$ cat src/rtl/mwa_pkg.sv
package mwa_pkg;

  typedef enum logic [1:0] {
    SZ_NONE = 2'd0,
    SZ_BYTE = 2'd1,
    SZ_HALF = 2'd2,
    SZ_WORD = 2'd3
  } sz_e;

  typedef enum logic [1:0] {
    M_EQ     = 2'd0,
    M_NARROW = 2'd1,
    M_WIDE   = 2'd2
  } step_mode_e;

  typedef enum logic {
    ST_IDLE = 1'b0,
    ST_RUN  = 1'b1
  } state_e;

  function automatic logic [2:0] sz_bytes(logic [1:0] code);
    case (code)
      2'd1:    return 3'd1;
      2'd2:    return 3'd2;
      2'd3:    return 3'd4;
      default: return 3'd0;
    endcase
  endfunction

  function automatic logic [31:0] byte_mask(logic [2:0] nb);
    case (nb)
      3'd1:    return 32'h0000_00ff;
      3'd2:    return 32'h0000_ffff;
      3'd4:    return 32'hffff_ffff;
      default: return 32'h0;
    endcase
  endfunction

  // slot width map: 0..15 byte, 16..47 half, 48..63 word, 64..127 rotating with a hole
  function automatic logic [1:0] slot_code(int unsigned idx);
    if (idx < 16) return SZ_BYTE;
    if (idx < 48) return SZ_HALF;
    if (idx < 64) return SZ_WORD;
    case (idx % 4)
      0:       return SZ_BYTE;
      1:       return SZ_HALF;
      2:       return SZ_WORD;
      default: return SZ_NONE;
    endcase
  endfunction

endpackage

$ cat src/rtl/mwa_width_lut.sv
module mwa_width_lut
  import mwa_pkg::*;
#(
  parameter int AW        = 10,
  parameter int NUM_SLOTS = 128
) (
  input  logic [AW-3:0] slot_i,
  output logic [1:0]    code_o
);
  localparam int IW = $clog2(NUM_SLOTS);

  logic [1:0] tbl [NUM_SLOTS];

  for (genvar g = 0; g < NUM_SLOTS; g++) begin : g_slot
    localparam logic [1:0] CODE = slot_code(g);
    assign tbl[g] = CODE;
  end

  always_comb begin
    if (int'(slot_i) < NUM_SLOTS) code_o = tbl[slot_i[IW-1:0]];
    else                          code_o = SZ_NONE;
  end
endmodule

$ cat src/rtl/mwa_step_gen.sv
module mwa_step_gen
  import mwa_pkg::*;
#(
  parameter int AW = 10
) (
  input  logic [1:0]    host_sz_i,
  input  logic [1:0]    nat_sz_i,
  input  logic          we_i,
  input  logic [AW-1:0] addr_i,
  input  logic [31:0]   wdata_i,
  input  logic [31:0]   rbuf_i,
  input  logic [1:0]    op_i,
  output step_mode_e    mode_o,
  output logic [1:0]    off_o,
  output logic [AW-1:0] reg_addr_o,
  output logic          reg_we_o,
  output logic [31:0]   reg_wdata_o,
  output logic          last_o
);
  logic [2:0]    hb, nb;
  logic [AW-1:0] base;
  logic [3:0]    wide_sh, narrow_sh;
  logic [1:0]    wide_last;
  logic [31:0]   hmask, nmask, field;

  always_comb begin
    hb    = sz_bytes(host_sz_i);
    nb    = sz_bytes(nat_sz_i);
    hmask = byte_mask(hb);
    nmask = byte_mask(nb);

    if (host_sz_i == nat_sz_i)     mode_o = M_EQ;
    else if (host_sz_i < nat_sz_i) mode_o = M_NARROW;
    else                           mode_o = M_WIDE;

    off_o = addr_i[1:0] & 2'(nb - 3'd1);
    base  = addr_i & ~AW'(nb - 3'd1);

    // wide piece count is 2 or 4: 1 << (host - native)
    wide_last = 2'((3'd1 << (host_sz_i - nat_sz_i)) - 3'd1);
    wide_sh   = 4'(hb) - 4'(nb) * (4'(op_i) + 4'd1);
    narrow_sh = 4'(nb) - 4'(hb) - 4'(off_o);
    field     = (wdata_i & hmask) << {narrow_sh, 3'b000};

    reg_addr_o  = addr_i;
    reg_we_o    = we_i;
    reg_wdata_o = wdata_i & hmask;
    last_o      = (op_i == 2'd0);

    case (mode_o)
      M_NARROW: begin
        reg_addr_o  = base;
        reg_we_o    = we_i && (op_i == 2'd1);
        reg_wdata_o = (rbuf_i & nmask & ~(hmask << {narrow_sh, 3'b000})) | field;
        last_o      = we_i ? (op_i == 2'd1) : (op_i == 2'd0);
      end
      M_WIDE: begin
        reg_addr_o  = addr_i + AW'(4'(op_i) * 4'(nb));
        reg_wdata_o = (wdata_i >> {wide_sh, 3'b000}) & nmask;
        last_o      = (op_i == wide_last);
      end
      default: ;
    endcase
  end
endmodule

$ cat src/rtl/mwa_read_asm.sv
module mwa_read_asm
  import mwa_pkg::*;
(
  input  step_mode_e  mode_i,
  input  logic [2:0]  hb_i,
  input  logic [2:0]  nb_i,
  input  logic [1:0]  off_i,
  input  logic [31:0] acc_i,
  input  logic [31:0] rdata_i,
  output logic [31:0] acc_o
);
  logic [31:0] piece;
  logic [3:0]  sh;

  always_comb begin
    piece = rdata_i & byte_mask(nb_i);
    sh    = 4'(nb_i) - 4'(hb_i) - 4'(off_i);
    case (mode_i)
      M_NARROW: acc_o = (piece >> {sh, 3'b000}) & byte_mask(hb_i);
      M_WIDE:   acc_o = (acc_i << {nb_i, 3'b000}) | piece;
      default:  acc_o = piece;
    endcase
  end
endmodule

$ cat src/rtl/mw_reg_adapter.sv
module mw_reg_adapter
  import mwa_pkg::*;
#(
  parameter int          AW         = 10,
  parameter int          NUM_SLOTS  = 128,
  parameter logic [AW-1:0] MAX_OFFSET = AW'(10'h200)
) (
  input  logic          clk_i,
  input  logic          rst_ni,
  input  logic          req_i,
  input  logic          we_i,
  input  logic [1:0]    size_i,
  input  logic [AW-1:0] addr_i,
  input  logic [31:0]   wdata_i,
  output logic          busy_o,
  output logic          done_o,
  output logic          err_o,
  output logic [31:0]   rdata_o,
  output logic          reg_req_o,
  output logic          reg_we_o,
  output logic [1:0]    reg_size_o,
  output logic [AW-1:0] reg_addr_o,
  output logic [31:0]   reg_wdata_o,
  input  logic [31:0]   reg_rdata_i
);
  state_e        state_q;
  logic [1:0]    host_q, nat_q, op_q;
  logic          we_q, done_q, err_q;
  logic [AW-1:0] addr_q;
  logic [31:0]   wdata_q, rbuf_q, acc_q, rdata_q;

  logic [1:0]    lut_code;
  logic          bad_req;
  logic [AW-1:0] addr_al;
  step_mode_e    mode;
  logic [1:0]    off;
  logic          step_we, last;
  logic [31:0]   asm_out;
  logic [2:0]    hb, nb;

  mwa_width_lut #(.AW(AW), .NUM_SLOTS(NUM_SLOTS)) u_lut (
    .slot_i (addr_i[AW-1:2]),
    .code_o (lut_code)
  );

  always_comb begin
    bad_req = (addr_i > MAX_OFFSET) || (size_i == SZ_NONE) || (lut_code == SZ_NONE);
    addr_al = addr_i & ~AW'(sz_bytes(size_i) - 3'd1);
    hb      = sz_bytes(host_q);
    nb      = sz_bytes(nat_q);
  end

  mwa_step_gen #(.AW(AW)) u_step (
    .host_sz_i   (host_q),
    .nat_sz_i    (nat_q),
    .we_i        (we_q),
    .addr_i      (addr_q),
    .wdata_i     (wdata_q),
    .rbuf_i      (rbuf_q),
    .op_i        (op_q),
    .mode_o      (mode),
    .off_o       (off),
    .reg_addr_o  (reg_addr_o),
    .reg_we_o    (step_we),
    .reg_wdata_o (reg_wdata_o),
    .last_o      (last)
  );

  mwa_read_asm u_asm (
    .mode_i  (mode),
    .hb_i    (hb),
    .nb_i    (nb),
    .off_i   (off),
    .acc_i   (acc_q),
    .rdata_i (reg_rdata_i),
    .acc_o   (asm_out)
  );

  always_ff @(posedge clk_i or negedge rst_ni) begin
    if (!rst_ni) begin
      state_q <= ST_IDLE;
      host_q  <= SZ_NONE;
      nat_q   <= SZ_NONE;
      op_q    <= 2'd0;
      we_q    <= 1'b0;
      addr_q  <= '0;
      wdata_q <= '0;
      rbuf_q  <= '0;
      acc_q   <= '0;
      rdata_q <= '0;
      done_q  <= 1'b0;
      err_q   <= 1'b0;
    end else begin
      done_q <= 1'b0;
      err_q  <= 1'b0;
      case (state_q)
        ST_IDLE: begin
          if (req_i) begin
            if (bad_req) begin
              done_q  <= 1'b1;
              err_q   <= 1'b1;
              rdata_q <= '0;
            end else begin
              state_q <= ST_RUN;
              host_q  <= size_i;
              nat_q   <= lut_code;
              we_q    <= we_i;
              addr_q  <= addr_al;
              wdata_q <= wdata_i;
              op_q    <= 2'd0;
              acc_q   <= '0;
            end
          end
        end
        ST_RUN: begin
          rbuf_q <= reg_rdata_i & byte_mask(nb);
          acc_q  <= asm_out;
          if (last) begin
            state_q <= ST_IDLE;
            done_q  <= 1'b1;
            rdata_q <= we_q ? 32'h0 : asm_out;
          end else begin
            op_q <= op_q + 2'd1;
          end
        end
        default: state_q <= ST_IDLE;
      endcase
    end
  end

  assign busy_o     = (state_q == ST_RUN);
  assign done_o     = done_q;
  assign err_o      = err_q;
  assign rdata_o    = rdata_q;
  assign reg_req_o  = busy_o;
  assign reg_we_o   = busy_o && step_we;
  assign reg_size_o = nat_q;
endmodule

$ cat config.mk
export PLATFORM = sky130hd
export DESIGN_NAME = mw_reg_adapter
export DESIGN_NICKNAME = d
export VERILOG_FILES = /design/src/rtl/mwa_pkg.sv /design/src/rtl/mwa_width_lut.sv /design/src/rtl/mwa_step_gen.sv /design/src/rtl/mwa_read_asm.sv /design/src/rtl/mw_reg_adapter.sv
export SDC_FILE = /design/constraint.sdc
export NUM_CORES = 1
export LEC_CHECK = 0
export ABC_AREA = 1
export BUFFER_PORTS_ARGS = -buffer_cell sky130_fd_sc_hd__buf_2
export CAP_MARGIN = 20
export CORE_MARGIN = 4
export CORE_UTILIZATION = 47
export DETAILED_ROUTE_END_ITERATION = 16
export PLACE_DENSITY = 0.81
export RECOVER_POWER = 50
export SLEW_MARGIN = 20
export SYNTH_ARGS = -nofsm -noshare
export SYNTH_HDL_FRONTEND = slang
export SYNTH_SLANG_ARGS = --single-unit
$ cat constraint.sdc
create_clock -name clk_i -period 3.76 [get_ports clk_i]
set_clock_uncertainty 0.15 [all_clocks]
set_input_delay 0.188 -clock clk_i [delete_from_list [all_inputs] [get_ports clk_i]]
set_output_delay 0.188 -clock clk_i [all_outputs]
set_load 0.05 [all_outputs]
==> flow_summary.ini <==
[min_path]
hp-class = primary input to flip-flop
min_from = req_i
hold_depth = 5
min_to = err_o

[clocking]
clk_latency_ns = 0.45
clkTransAtPathRegs_ns = 0.07
cts_tree = built
numCtsBuffers = 17
ctsLongestPathBuffers = 2
cts.sinks = 148
cts-root-buf = clkbuf_16
cts-htree-levels = 4

[drt]
vias_per_cell = 5.697
ant_nets = 0
vias = 13964
drc = 0
wirelength_um = 46820
first_pass_iters = 7
drtIter0Drc = 1816
wl_per_cell_um = 19.10

[placement]
dp_slack_ns = 0.06512
hpwl_um = 32570
place_congestion = 0.9880
placed_cell_area_sq_um = 13180
io_buffers = 160

[yosys]
ys_types = 42
yosysSeqAreaShare = 0.3177
synth_top_area_share = 0.3177
yosysMostFrequentCell = nand2_1
synth.avg_cell_area_sq_um = 6.175
synthesis.area_sq_um = 11660
syn_inst = 1888
yosys.area.top_type = dfrtp_1
ys_warn_count = 0
async_flop_share = 1.000
synth_flop_cell = dfrtp_1
synth_common_cells = nand2_1 (723), nand3_1 (210), inv_1 (192)
yosys-top-cells-area = dfrtp_1 (32%), nand2_1 (23%), nand3_1 (9.0%), o21ai_0 (7.9%), inv_1 (6.2%)
synthesis.nets = 2008
yosys_register_bits = 148
synth_edf_count = 0

[worst_setup_path]
cp-start-kind = flip-flop
critPathMaxFanout = 6
crit_family = adder cells
criticalPathCategory = flip-flop to output pin
worst_path_largest_cell_delay_ns = 0.53
worstSetupEndpointType = output pin
critPathBufInv = 6
crit_start = reg_size_o[1]
critical_path.slowest_cell = dfrtp_4
critPathRequiredTime_ns = 3.42
worstPathArrival_ns = 3.61
rr_startpoint = reg_size_o[1]
regToRegSetupSlack_ns = 0.24
r2r_end = acc_q[19]
worstPathCellList = ha_2 -> nand2_2 -> inv_2 -> fa_1 -> ha_1 -> inv_2 -> ha_4 -> nand2_2 -> inv_2 -> nand3_2 -> nand2_2 -> nand2_2 -> nand2_4 -> buf_6 -> buf_6 -> nand2_1 -> a21oi_2 -> nand2_2 -> nand2_4 -> buf_8
crit_path_frequent_cell = nand2_2
reg2reg_depth = 15

[timing]
period_share = 1.051
hold_viol_final = 0
period_needed_ns = 3.950
fmax_mhz = 253.1
tightest_slew_ns = 2.213
max_slew_margin = -0.4754
layout_setup_ws_ns = -0.1904
finalSetupViolations = 33
drv_slew = 81
rsz0062_at_grt = yes

[grt]
grt_pass1_vias = 13231
grt_pass1_wl_um = 71590
antenna_found_initial = 0
grt_max_degree = 81
gr-total-overflow = 0
grt_use_total = 0.3361

[floorplanning]
die_h_um = 165.5
start_util = 0.4780
dieWidth_um = 165.5
die_area_sq_um = 27390
rows = 57
core_sq_um = 24390
io_pins = 161

[status]
violations = max-capacitance violations, max-slew violations, negative setup slack
status = complete, but fails checks

[finish]
layout-drive-gt1-share = 0.2111
final_area_sq_um = 15530
syn_to_final_growth_pct = 33.21
diodes = 0
finalNetCount = 2234

[run]
drv_cap = 1
[worst max path at each step]
| stage | to | slack [ns] | cells after the start |
|---|---|---|---|
| after global placement | reg_wdata_o[5] | 0.1 | 19 |
| final | reg_wdata_o[7] | -0.19 | 20 |
| after floorplan | reg_wdata_o[26] | 0.003 | 17 |
| after CTS | reg_wdata_o[18] | -0.12 | 22 |
| after global routing | reg_wdata_o[17] | -0.31 | 19 |
| after detailed placement | reg_wdata_o[5] | 0.07 | 19 |
[registers in the layout, indices dropped and copies added, names as in the netlist, 2 cells and up]
name,count
acc_q,32
rbuf_q,32
rdata_o,32
wdata_q,32
addr_q,10
host_q,2
op_q,2
reg_size_o,2
[metrics by stage]
step | utilization | hold slack [ns] | TNS, ns | cells
after CTS | 0.6246 | 0.01661 | -2.180 | 2441
after global routing | 0.6368 | 0.01880 | -8.440 | 2451
after global placement | 0.5405 | 0.1408 | 0 | 2334
after detailed placement | 0.5405 | 0.1446 | 0 | 2334
final | 0.6368 | 0.02339 | -4.638 | 2451
after floorplan | - | -0.2576 | 0 | 1888
[logic make-up after synthesis]
logic type,share of synthesized area
adders and majority gates,0.04808
AOI/OAI and AO/OA,0.1279
xor gates and xnor gates,0.004507
and+or+nand+nor,0.3910
buffers and inverters,0.1109
DFF,0.3177
[placed cells by master (no fill, tap or decap), types with 3 or more instances in the layout]
cell | Yosys | final
inv_8 | 0 | 4
a21oi_1 | 59 | 37
clkinv_8 | 0 | 6
inv_2 | 11 | 19
clkbuf_2 | 0 | 4
fa_1 | 8 | 5
nand3_4 | 0 | 23
nor2_4 | 3 | 6
clkbuf_1 | 40 | 34
o21ai_0 | 183 | 180
buf_4 | 6 | 79
fa_2 | 0 | 3
nor2_2 | 4 | 5
buf_8 | 2 | 28
xor2_1 | 4 | 3
nand2_1 | 723 | 659
ha_1 | 32 | 24
ha_4 | 0 | 6
clkbuf_16 | 0 | 18
buf_6 | 6 | 14
a21oi_2 | 0 | 19
nor3_1 | 7 | 7
nand3_2 | 4 | 25
nor2_1 | 123 | 119
nand4_1 | 13 | 13
dlygate4sd3_1 | 0 | 53
nand2_2 | 8 | 49
dfrtp_1 | 148 | 146
nand2_4 | 1 | 24
clkinv_4 | 0 | 3
a211oi_1 | 7 | 7
inv_1 | 192 | 181
o21a_1 | 5 | 5
nand3_1 | 210 | 166
buf_2 | 37 | 89
a21oi_4 | 0 | 3
o21bai_1 | 5 | 5
o21ai_1 | 14 | 17
buf_12 | 0 | 6
[per-layer routing]
layer	share of wire	track usage	vias to the layer above
li1	-	-	6457
met1	0.40	0.4460	6399
met2	0.46	0.5468	911
met3	0.096	0.04840	197
met4	0.052	0.1507	0
met5	0	0	-
[area by class of cell]
class                   count  area (sq um)
repair buffers            310          2455
well taps                 324         405.4
inverters                 205         779.5
clock buffers              17         425.4
flip-flops and latches    148          3709
fillers                  2208          8860
clock inverters            15         186.4
multi-input cells        1432          7571
[worst reg2reg max path, stage by stage (launching register included)]
cell	delay (ns)
dfrtp_4	0.53
inv_4	0.09
ha_4	0.16
buf_4	0.12
inv_2	0.05
fa_2	0.36
fa_1	0.41
or2_1	0.26
nand2_4	0.12
nor2_4	0.09
nand2_1	0.24
clkinvlp_4	0.36
nand2_1	0.18
nand2_1	0.06
nand2_1	0.14
o21ai_0	0.10
[timing repair]
| item | in CTS | in global routing |
|---|---|---|
| hold buffers | 53 | 0 |
| resized for setup | 194 | 74 |
| hold endpoints to repair | 129 | 0 |
| setup endpoints to repair | 35 | 41 |
| setup buffers | 21 | 12 |
| cloned | 2 | 1 |
| pin swaps | 51 | 42 |
Power is left out: the tool's default activity adds up to more than one toggle a clock period on the data nets, which glitch-free logic cannot reach.
